## src/rtl/vram_arb_pkg.sv

```systemverilog
package vram_arb_pkg;

    typedef enum logic [2:0] {
        ST_IDLE,
        ST_ROW,
        ST_COL,
        ST_XFER,
        ST_REFRESH,
        ST_PRECHARGE
    } arb_state_t;

    typedef enum logic [1:0] {
        SRC_NONE,
        SRC_REF,
        SRC_XFER,
        SRC_CPU
    } arb_src_t;

    typedef struct packed {
        arb_src_t src;
        logic     wr;
    } cyc_kind_t;

    // fixed priority: refresh, then line transfer, then CPU
    function automatic arb_src_t pick_src(input logic ref_p, input logic xfer_p,
                                          input logic cpu_p);
        if (ref_p)       return SRC_REF;
        else if (xfer_p) return SRC_XFER;
        else if (cpu_p)  return SRC_CPU;
        else             return SRC_NONE;
    endfunction

    function automatic int max4(input int a, input int b, input int c, input int d);
        int m;
        m = a;
        if (b > m) m = b;
        if (c > m) m = c;
        if (d > m) m = d;
        return m;
    endfunction

endpackage

```

## src/rtl/vram_refresh_timer.sv

```systemverilog
module vram_refresh_timer #(
    parameter int REF_INTERVAL = 390,
    parameter int MA_W         = 9
) (
    input  logic            clk,
    input  logic            rst,
    input  logic            ref_take,
    input  logic            ref_done,
    output logic            ref_pend,
    output logic [MA_W-1:0] ref_row
);
    localparam int TW = (REF_INTERVAL > 1) ? $clog2(REF_INTERVAL) : 1;
    localparam logic [TW-1:0] LAST = TW'(REF_INTERVAL - 1);

    logic [TW-1:0] tick_cnt;
    logic          tick;

    assign tick = (tick_cnt == LAST);

    always_ff @(posedge clk) begin
        if (rst) begin
            tick_cnt <= '0;
            ref_pend <= 1'b0;
            ref_row  <= '0;
        end else begin
            tick_cnt <= tick ? '0 : tick_cnt + 1'b1;
            ref_pend <= tick | (ref_pend & ~ref_take);
            if (ref_done)
                ref_row <= ref_row + 1'b1;
        end
    end
endmodule

```

## src/rtl/vram_req_latch.sv

```systemverilog
module vram_req_latch #(
    parameter int AW = 18
) (
    input  logic          clk,
    input  logic          rst,
    input  logic          xfer_req,
    input  logic          xfer_take,
    input  logic          cpu_take,
    input  logic [AW-1:0] cpu_addr,
    input  logic [AW-1:0] xfer_addr,
    output logic          xfer_pend,
    output logic [AW-1:0] lat_addr
);
    always_ff @(posedge clk) begin
        if (rst) begin
            xfer_pend <= 1'b0;
            lat_addr  <= '0;
        end else begin
            // a new pulse in the grant cycle stays pending for the next line
            xfer_pend <= xfer_req | (xfer_pend & ~xfer_take);
            if (xfer_take)
                lat_addr <= xfer_addr;
            else if (cpu_take)
                lat_addr <= cpu_addr;
        end
    end
endmodule

```

## src/rtl/vram_seq.sv

```systemverilog
module vram_seq
    import vram_arb_pkg::*;
#(
    parameter int T_RCD     = 2,
    parameter int T_CAS     = 2,
    parameter int T_RP      = 3,
    parameter int T_REF_RAS = 3
) (
    input  logic       clk,
    input  logic       rst,
    input  logic       ref_pend,
    input  logic       xfer_pend,
    input  logic       cpu_req,
    input  logic       cpu_we,
    output arb_state_t state,
    output cyc_kind_t  kind,
    output logic       ref_take,
    output logic       xfer_take,
    output logic       cpu_take,
    output logic       ref_done,
    output logic       cpu_ack,
    output logic       xfer_ack
);
    localparam int TMAX = max4(T_RCD, T_CAS, T_RP, T_REF_RAS);
    localparam int CW   = $clog2(TMAX + 1);

    logic [CW-1:0] cnt;
    arb_src_t      pick;

    assign pick      = pick_src(ref_pend, xfer_pend, cpu_req);
    assign ref_take  = (state == ST_IDLE) && (pick == SRC_REF);
    assign xfer_take = (state == ST_IDLE) && (pick == SRC_XFER);
    assign cpu_take  = (state == ST_IDLE) && (pick == SRC_CPU);
    assign ref_done  = (state == ST_REFRESH) && (cnt == '0);

    always_ff @(posedge clk) begin
        if (rst) begin
            state    <= ST_IDLE;
            kind     <= '{src: SRC_NONE, wr: 1'b0};
            cnt      <= '0;
            cpu_ack  <= 1'b0;
            xfer_ack <= 1'b0;
        end else begin
            cpu_ack  <= cpu_take;
            xfer_ack <= xfer_take;
            unique case (state)
                ST_IDLE: begin
                    if (pick != SRC_NONE) begin
                        kind.src <= pick;
                        kind.wr  <= (pick == SRC_CPU) && cpu_we;
                        if (pick == SRC_REF) begin
                            state <= ST_REFRESH;
                            cnt   <= CW'(T_REF_RAS - 1);
                        end else begin
                            state <= ST_ROW;
                            cnt   <= CW'(T_RCD - 1);
                        end
                    end
                end
                ST_ROW: begin
                    if (cnt == '0) begin
                        state <= (kind.src == SRC_XFER) ? ST_XFER : ST_COL;
                        cnt   <= CW'(T_CAS - 1);
                    end else begin
                        cnt <= cnt - 1'b1;
                    end
                end
                ST_COL, ST_XFER, ST_REFRESH: begin
                    if (cnt == '0) begin
                        state <= ST_PRECHARGE;
                        cnt   <= CW'(T_RP - 1);
                    end else begin
                        cnt <= cnt - 1'b1;
                    end
                end
                ST_PRECHARGE: begin
                    if (cnt == '0)
                        state <= ST_IDLE;
                    else
                        cnt <= cnt - 1'b1;
                end
                default: state <= ST_IDLE;
            endcase
        end
    end
endmodule

```

## src/rtl/vram_arbiter.sv

```systemverilog
module vram_arbiter
    import vram_arb_pkg::*;
#(
    parameter int MA_W         = 9,
    parameter int T_RCD        = 2,
    parameter int T_CAS        = 2,
    parameter int T_RP         = 3,
    parameter int T_REF_RAS    = 3,
    parameter int REF_INTERVAL = 390
) (
    input  logic              clk,
    input  logic              rst,
    input  logic              cpu_req,
    input  logic              cpu_we,
    input  logic [2*MA_W-1:0] cpu_addr,
    output logic              cpu_ack,
    input  logic              xfer_req,
    input  logic [2*MA_W-1:0] xfer_addr,
    output logic              xfer_ack,
    output logic [MA_W-1:0]   dram_addr,
    output logic              ras_n,
    output logic              cas_n,
    output logic              we_n,
    output logic              dt_oe_n
);
    localparam int AW = 2 * MA_W;

    arb_state_t      state;
    cyc_kind_t       kind;
    logic            ref_pend, xfer_pend;
    logic            ref_take, xfer_take, cpu_take, ref_done;
    logic [MA_W-1:0] ref_row;
    logic [AW-1:0]   lat_addr;
    logic [MA_W-1:0] lat_row, lat_col;

    vram_refresh_timer #(.REF_INTERVAL(REF_INTERVAL), .MA_W(MA_W)) u_refresh (
        .clk(clk), .rst(rst), .ref_take(ref_take), .ref_done(ref_done),
        .ref_pend(ref_pend), .ref_row(ref_row)
    );

    vram_req_latch #(.AW(AW)) u_latch (
        .clk(clk), .rst(rst), .xfer_req(xfer_req), .xfer_take(xfer_take),
        .cpu_take(cpu_take), .cpu_addr(cpu_addr), .xfer_addr(xfer_addr),
        .xfer_pend(xfer_pend), .lat_addr(lat_addr)
    );

    vram_seq #(.T_RCD(T_RCD), .T_CAS(T_CAS), .T_RP(T_RP), .T_REF_RAS(T_REF_RAS)) u_seq (
        .clk(clk), .rst(rst), .ref_pend(ref_pend), .xfer_pend(xfer_pend),
        .cpu_req(cpu_req), .cpu_we(cpu_we), .state(state), .kind(kind),
        .ref_take(ref_take), .xfer_take(xfer_take), .cpu_take(cpu_take),
        .ref_done(ref_done), .cpu_ack(cpu_ack), .xfer_ack(xfer_ack)
    );

    assign lat_row = lat_addr[AW-1:MA_W];
    assign lat_col = lat_addr[MA_W-1:0];

    always_comb begin
        ras_n   = !(state inside {ST_ROW, ST_COL, ST_XFER, ST_REFRESH});
        cas_n   = !(state inside {ST_COL, ST_XFER});
        we_n    = !((state == ST_COL) && kind.wr);
        dt_oe_n = !(((kind.src == SRC_XFER) && (state inside {ST_ROW, ST_XFER}))
                 || ((state == ST_COL) && (kind.src == SRC_CPU) && !kind.wr));
        unique case (state)
            ST_COL, ST_XFER: dram_addr = lat_col;
            ST_REFRESH:      dram_addr = ref_row;
            default:         dram_addr = lat_row;
        endcase
    end
endmodule

```

## config.mk

```make
export PLATFORM = sky130hd
export DESIGN_NAME = vram_arbiter
export DESIGN_NICKNAME = d
export VERILOG_FILES = /design/src/rtl/vram_arb_pkg.sv /design/src/rtl/vram_refresh_timer.sv /design/src/rtl/vram_req_latch.sv /design/src/rtl/vram_seq.sv /design/src/rtl/vram_arbiter.sv
export SDC_FILE = /design/constraint.sdc
export NUM_CORES = 1
export LEC_CHECK = 0
export ABC_CLOCK_PERIOD_IN_PS = 3850
export BUFFER_PORTS_ARGS = -buffer_cell sky130_fd_sc_hd__buf_2
export CAP_MARGIN = 20
export CORE_UTILIZATION = 30
export CTS_BUF_LIST = sky130_fd_sc_hd__clkbuf_2
export DETAILED_ROUTE_END_ITERATION = 6
export HOLD_SLACK_MARGIN = 0.02
export PLACE_DENSITY_LB_ADDON = 0.2
export SLEW_MARGIN = 25
export SYNTH_ARGS = -nofsm -noshare
export SYNTH_HDL_FRONTEND = slang
export SYNTH_SLANG_ARGS = --single-unit
```

## constraint.sdc

```tcl
create_clock -name clk -period 3.85 [get_ports clk]
set_input_delay 0.77 -clock clk [delete_from_list [all_inputs] [get_ports clk]]
set_output_delay 0.77 -clock clk [all_outputs]
set_load 0.1 [all_outputs]
```

==> metrics.md, run 1 <==
| Metric | Value |
|---|---|
| Critical Path AT | `2.69 ns` |
| Row count | `32` |
| Synth area leader | `dfxtp_1` |
| Total GRT Usage | `14.49%` |
| Number of diodes | `0` |
| Most used cell along the critical path | `nand2_1` |
| Core Region | `7888 um2` |
| FILL cells | `831` |
| Setup ws final | `0.3857 ns` |
| Distinct cell type count after synthesis | `48` |
| FF-to-FF Start | `u_seq.state[1]$_SDFFE_PP0P_` |
| Maximum VDD drop | `0.2208 mV` |
| Die X | `93.01 um` |
| Worst path max stage delay | `0.72 ns` |
| Post-route ant nets | `0` |
| Critical-path maximum fanout | `17` |
| CP max-delay cell | `nor2b_1` |
| Tmin final | `3.464 ns` |
| Syn avg cell area | `8.658 um2` |
| CTS root buf | `clkbuf_2` |
| RSZ-0062 raised after global routing | `no` |
| Fmax | `288.7 MHz` |
| Pre-CTS setup slack | `0.9416 ns` |
| Area of the mapped netlist | `2485 um2` |
| Hold Crit Class | `reg -> reg` |
| Layout cells sized above 1 | `27.76%` |
| Die ar. | `8651 um2` |
| Initial core utilization | `31.50%` |
| Post-synthesis instance total | `287` |
| Synth Net Count | `334` |
| Worst-skew pair later-pin latency | `0.46 ns` |
| Synth cell count leaders | `48 x dfxtp_1, 48 x nand2_1, 29 x nor2_1, 14 x a21oi_1` |
| Port Buf Inserts | `55` |
| Remaining Overflow, GRT | `0` |
| Setup TNS | `0 ns` |
| Sinks on Clock Net | `48` |
| Nets | `381` |
| Post-cts resize count | `0` |
| Via count | `2,195` |
| Number of max-cap violations | `0` |
| Reg-to-reg endpoint | `u_seq.state[0]$_SDFFE_PP0P_` |
| CTS HTree Levels | `2` |
| Post-synth top area share | `38.67%` |
| LEAKAGE | `1.111 nW` |
| Final WL | `5970 um` |
| Final Hold Vio Count | `0` |
| Crit Path Class | `reg -> out` |
| Flop2flop setup slack | `1.51 ns` |
| Post-route DRC | `0` |
| First-pass DRT Iterations | `4` |
| Slew @ Worst Pin | `0.8143 ns` |
| Cell family with most CP delay | `simple AND/OR/NAND/NOR gates` |
| Multi-input gate area | `1380 um2` |
| Worst EP required | `3.08 ns` |
| CP endpoint kind | `primary output` |
| Hold path start | `u_latch.lat_addr[4]$_SDFFE_PP0P_` |
| Setup Skew | `0.03314 ns` |
| Post-synth EDFFs | `0` |
| Largest net degree at the start of global routing | `39` |
| Wire per inst | `13.66 um` |
| Register-to-Register Path Depth | `5` |
| Top FF cell, synth | `dfxtp_1` |
| Post-DR vias/cell | `5.023` |
| First DRT Iteration DRCs | `93` |
| Main area contributors after synthesis | `dfxtp_1 39%, nand2_1 7.3%, o221ai_2 6.0%` |
| Hold buffers post-CTS | `0` |
| Initial antenna violation count | `0` |
| Critical path cell sequence | `nor2b_1 > nor2_1 > nand2_1 > nand2_1 > buf_2` |
| CTS buffer count | `5` |
| Outcome | `finished, final reports clean` |
| Worst setup SP type | `register` |
| Number of synthesis warnings | `0` |
| Pwr/cell area | `730.0 nW/um2` |
| Reg clk slew, reported paths | `0.28 ns` |
| Final max-slew violation count | `0` |
| FF+latch count, synth | `48` |
| Number of buffers on the longest clock path | `2` |
| Io pins | `56` |
| Die Ht | `93.01 um` |
| Gpl congestion | `0.7784` |
| Final setup vio count | `0` |
| WHS | `0.4775 ns` |
| Hold Path End | `u_latch.lat_addr[4]$_SDFFE_PP0P_` |
| Relative slew slack | `45.60%` |
| Buf/Inv on CP | `1` |
| Asr flop ratio synth | `0%` |
| TritonCTS clock tree | `done` |
| Via count of the first global-routing pass | `2,017` |
| Final worst path period share | `89.98%` |
| Post-DP HPWL | `4308 um` |
| Reg area | `960.9 um2` |
| Cell depth of the worst hold path | `2` |
| Area growth syn-to-layout | `15.46%` |
| Sequential area share after synthesis | `38.67%` |
| Post-CTS Setup Inserts | `0` |
| Global-route wire length before repair | `9839 um` |
[tightest hold or removal path, delay by kind of cell, from the launching register on]
| family | cells | cell delay, ns |
|---|---|---|
| AO/OA/AOI/OAI | 1 | 0.05 |
| AND/OR/NAND/NOR | 1 | 0.05 |
| flip-flops | 1 | 0.38 |
[flip-flops by register name, indices dropped and copies added (netlist names)]
| name | flops |
|---|---|
| u_latch.xfer_pend | 1 |
| u_seq.state | 3 |
| u_refresh.ref_row | 9 |
| u_seq.kind | 3 |
| u_seq.cnt | 2 |
| u_refresh.ref_pend | 1 |
| u_latch.lat_addr | 18 |
| u_refresh.tick_cnt | 9 |
| u_seq.xfer_ack | 1 |
| u_seq.cpu_ack | 1 |
[kinds of logic after synthesis]
group	Yosys count	share of synthesized area (%)
and+or+nand+nor	121	24.07
muxes	2	0.8560
DFF	48	38.67
xor gates and xnor gates	14	4.935
AOI/OAI and AO/OA	69	22.66
adders and majority gates	6	3.021
buffers and inverters	27	5.790
[metrics by stage]
step,instances,util [%],cell area [um2],power (mW)
floorplan,287,-,2485,1.649
global placement,429,35.45,2796,1.818
detailed placement,429,35.45,2796,1.820
CTS,437,36.37,2869,2.112
global route,437,36.37,2869,2.232
finish,437,36.37,2869,2.095
[where the power goes]
group | switching [mW] | total [mW] | internal [mW] | leakage (nW)
sequential | 0.103 | 0.696 | 0.593 | 0.392
combinational | 0.816 | 1.11 | 0.292 | 0.675
clock | 0.178 | 0.290 | 0.112 | 0.0431
total | 1.10 | 2.09 | 0.997 | 1.11
[layout by cell type (no fill, tap or decap), drive strengths merged, types with 2 or more instances in the layout]
cell / synthesis / final
ha: 6 / 6
nor2b: 2 / 2
inv: 10 / 10
nor3: 9 / 9
nor2: 31 / 31
and4: 2 / 2
o21ai: 9 / 9
xor2: 8 / 8
o221ai: 19 / 19
nor3b: 2 / 2
xnor2: 6 / 6
buf: 8 / 57
dfxtp: 48 / 48
clkinv: 0 / 2
nand4: 5 / 5
or3: 2 / 2
nand2: 48 / 48
clkbuf: 9 / 5
nand3: 9 / 9
and2: 2 / 2
and3: 2 / 2
a22oi: 9 / 9
a21oi: 24 / 24
[worst max path at each step]
stage,start,slack [ns],cells after the start,end
after global routing,u_seq.state[1]$_SDFFE_PP0P_,0.09,5,dram_addr[4]
after CTS,u_seq.state[1]$_SDFFE_PP0P_,0.38,5,dram_addr[4]
final,u_seq.state[1]$_SDFFE_PP0P_,0.39,5,dram_addr[4]
after global placement,u_seq.state[1]$_SDFFE_PP0P_,1.02,5,dram_addr[4]
after floorplan,u_seq.state[1]$_SDFFE_PP0P_,1.18,5,dram_addr[0]
after detailed placement,u_seq.state[1]$_SDFFE_PP0P_,0.94,5,dram_addr[4]
[layout make-up]
cell class / instances / area share [%]
clock buffer: 5 / 0.8722
tap: 102 / 4.448
inverter: 10 / 1.308
timing repair buffer: 57 / 10.12
multi-input combinational: 212 / 48.10
clock inverter: 3 / 1.657
sequential: 48 / 33.49
[per-layer routing]
metal  GRT usage [%]  vias up  routed length [um]
met3           2.683        9                 254
met2           22.12       52                2665
met1           20.21     1011                2936
met5               0        -                   0
li1                -     1123                   -
met4           5.385        0                 114
Note: power is estimated with default switching activity, not from simulation.
==> inputs of run 2 (changes only) <==
--- a/config.mk
+++ b/config.mk
@@ -7,8 +7,7 @@
 export LEC_CHECK = 0
 export ABC_CLOCK_PERIOD_IN_PS = 3850
 export BUFFER_PORTS_ARGS = -buffer_cell sky130_fd_sc_hd__buf_2
-export CAP_MARGIN = 20
-export CORE_UTILIZATION = 30
+export CORE_UTILIZATION = 25
 export CTS_BUF_LIST = sky130_fd_sc_hd__clkbuf_2
 export DETAILED_ROUTE_END_ITERATION = 6
 export HOLD_SLACK_MARGIN = 0.02
==> run 2 against run 1 <==
Core utilization is 6.1 points lower. Final area up 2.1%. Combinational power about the same. Via count rose by 0.32%. Clock skew down 0.0086 ns. Die area increased by 20%. Clock-buffer cell count stayed put. Global-route usage down 1.7 points. Routed wire length grew 5.6%.
==> metrics.md, run 2 (synthesis results as in run 1) <==
| Metric | Value |
|---|---|
| Outcome | `finished, final reports clean (unchanged)` |
| Worst EP required | `3.08 ns (about the same)` |
| Relative slew slack | `47.62% (was 45.60%)` |
| Post-route ant nets | `0 (unchanged)` |
| Port Buf Inserts | `55 (unchanged)` |
| RSZ-0062 raised after global routing | `no (unchanged)` |
| Tmin final | `3.433 ns (was 3.464 ns)` |
| Fmax | `291.3 MHz (was 288.7 MHz)` |
| Largest net degree at the start of global routing | `39 (unchanged)` |
| Post-cts resize count | `0 (unchanged)` |
| Setup TNS | `0 ns (unchanged)` |
| Sinks on Clock Net | `48 (unchanged)` |
| Max FFs per register | `18 (unchanged)` |
| CP max-delay cell | `dfxtp_1 (was nor2b_1)` |
| Inst Count DP | `460 (was 429)` |
| Die ar. | `10,340 um2 (was 8651 um2)` |
| LEAKAGE | `1.121 nW (was 1.111 nW)` |
| Worst path max stage delay | `0.70 ns (was 0.72 ns)` |
| Initial core utilization | `25.66% (was 31.50%)` |
| Final setup vio count | `0 (unchanged)` |
| Row count | `36 (was 32)` |
| CTS buffer count | `5 (unchanged)` |
| Layout cells sized above 1 | `27.76% (unchanged)` |
| Hold Path End | `u_latch.lat_addr[4]$_SDFFE_PP0P_ (unchanged)` |
| Hold buffers post-CTS | `0 (unchanged)` |
| Largest registers | `u_latch.lat_addr x18, u_refresh.ref_row x9, u_refresh.tick_cnt x9 (unchanged)` |
| Critical path cell sequence | `nor2b_1 > nor2_1 > nand2_1 > nand2_1 > buf_2 (unchanged)` |
| Core Region | `9684 um2 (was 7888 um2)` |
| Final Hold Vio Count | `0 (unchanged)` |
| TritonCTS clock tree | `done (unchanged)` |
| Post-CTS Setup Inserts | `0 (unchanged)` |
| Number of buffers on the longest clock path | `2 (unchanged)` |
| Gpl congestion | `0.8009 (was 0.7784)` |
| Most used cell along the critical path | `nand2_1 (unchanged)` |
| FF-to-FF Start | `u_seq.state[1]$_SDFFE_PP0P_ (unchanged)` |
| Design Area, Final | `2929 um2 (was 2869 um2)` |
| Power Total | `2.168 mW (was 2.095 mW)` |
| Hold Crit Class | `reg -> reg (unchanged)` |
| Critical-path maximum fanout | `17 (unchanged)` |
| Setup Skew | `0.02449 ns (was 0.03314 ns)` |
| Crit Path Class | `reg -> out (unchanged)` |
| Worst setup SP type | `register (unchanged)` |
| Flop2flop setup slack | `1.54 ns (was 1.51 ns)` |
| Total GRT Usage | `12.79% (was 14.49%)` |
| Via count of the first global-routing pass | `2,061 (was 2,017)` |
| Slew @ Worst Pin | `0.7840 ns (was 0.8143 ns)` |
| Io pins | `56 (unchanged)` |
| Most frequent cells in the layout | `55 x buf_2, 48 x nand2_1, 48 x dfxtp_1 (unchanged)` |
| Worst-skew pair later-pin latency | `0.43 ns (was 0.46 ns)` |
| Number of diodes | `0 (unchanged)` |
| Final WL | `6306 um (was 5970 um)` |
| Maximum VDD drop | `0.2339 mV (was 0.2208 mV)` |
| Post-DR vias/cell | `4.705 (was 5.023)` |
| Post-DP HPWL | `4553 um (was 4308 um)` |
| Non-Filler Instances | `468 (was 437)` |
| CTS HTree Levels | `2 (unchanged)` |
| Die X | `101.7 um (was 93.01 um)` |
| Cell depth of the worst hold path | `2 (unchanged)` |
| Largest register by flop count | `u_latch.lat_addr (unchanged)` |
| First DRT Iteration DRCs | `59 (was 93)` |
| Number of max-cap violations | `0 (unchanged)` |
| Register-to-Register Path Depth | `5 (unchanged)` |
| Die Ht | `101.7 um (was 93.01 um)` |
| Area growth syn-to-layout | `17.88% (was 15.46%)` |
| Worst Setup SP | `u_seq.state[1]$_SDFFE_PP0P_ (unchanged)` |
| Reg area | `960.9 um2 (unchanged)` |
| Remaining Overflow, GRT | `0 (unchanged)` |
| Wire per inst | `13.47 um (was 13.66 um)` |
| Final worst path period share | `89.16% (was 89.98%)` |
| Critical Path AT | `2.66 ns (was 2.69 ns)` |
| Reg clk slew, reported paths | `0.26 ns (was 0.28 ns)` |
| Reg-to-reg endpoint | `u_seq.state[0]$_SDFFE_PP0P_ (unchanged)` |
| Post-route DRC | `0 (unchanged)` |
| Global-route wire length before repair | `10,230 um (was 9839 um)` |
| Nets | `381 (unchanged)` |
| Pwr/cell area | `740.1 nW/um2 (was 730.0 nW/um2)` |
| CP endpoint kind | `primary output (unchanged)` |
| Most common cell after layout, fill and taps aside | `buf_2 (unchanged)` |
| First-pass DRT Iterations | `4 (unchanged)` |
| Hold path start | `u_latch.lat_addr[4]$_SDFFE_PP0P_ (unchanged)` |
| Via count | `2,202 (was 2,195)` |
| Final max-slew violation count | `0 (unchanged)` |
| CTS root buf | `clkbuf_2 (unchanged)` |
| Multi-input gate area | `1380 um2 (unchanged)` |
| Area after DPL | `2835 um2 (was 2796 um2)` |
| FILL cells | `1,072 (was 831)` |
| Initial antenna violation count | `0 (unchanged)` |
[run 2: cell types whose count changed in the layout (fill, tap and decap cells not counted), sizes merged]
| cell | change |
|---|---|
| clkinv | -2 |
| bufinv | +1 |
| inv | +1 |
[run 2: worst max-delay path by stage]
stage / cells past startpoint / slack [ns] / to
6_report: 5 / 0.42 / dram_addr[0]
3_5_place_dp: 5 / 0.92 / dram_addr[0]
3_3_place_gp: 5 / 0.98 / dram_addr[0]
2_1_floorplan: 5 / 1.18 / dram_addr[0]
5_1_grt: 5 / 0.15 / dram_addr[0]
4_1_cts: 5 / 0.38 / dram_addr[0]
[run 2: per-layer routing]
layer	up-vias	track usage [%]	wire length, um	share of wire (%)
met4	0	4.236	82	1.3
met5	-	0	0	0
li1	1121	-	-	-
met3	7	2.415	204	3.2
met1	1046	18.38	3238	51
met2	28	19.07	2781	44
[run 2: stage by stage]
stage	util [%]	hold WS [ns]	setup slack, ns
6_report	30.25	0.4753	0.4173
5_1_grt	30.25	0.5037	0.1486
4_1_cts	30.25	0.4753	0.3827
3_5_place_dp	29.28	0.4468	0.9203
3_3_place_gp	29.28	0.4486	0.9810
2_1_floorplan	-	0.4366	1.181
[run 2: cell type report]
type	count	share of cell area, %
Clock buffer	5	0.8543
Tap cell	133	5.681
Inverter	10	1.282
Multi-Input combinational cell	212	47.12
Timing Repair Buffer	57	9.910
Clock inverter	3	2.349
Sequential cell	48	32.81
[run 2: critical path, delay by kind of cell (launching register included)]
family	cells	cell delay, ns
simple gates	4	1.25
flops	1	0.70
buf+inv	1	0.30
[run 2: report_power, final]
part | internal (mW) | leakage (nW) | total, mW | switching, mW
combinational | 0.293 | 0.675 | 1.12 | 0.824
sequential | 0.593 | 0.392 | 0.699 | 0.106
clock | 0.177 | 0.0536 | 0.353 | 0.176
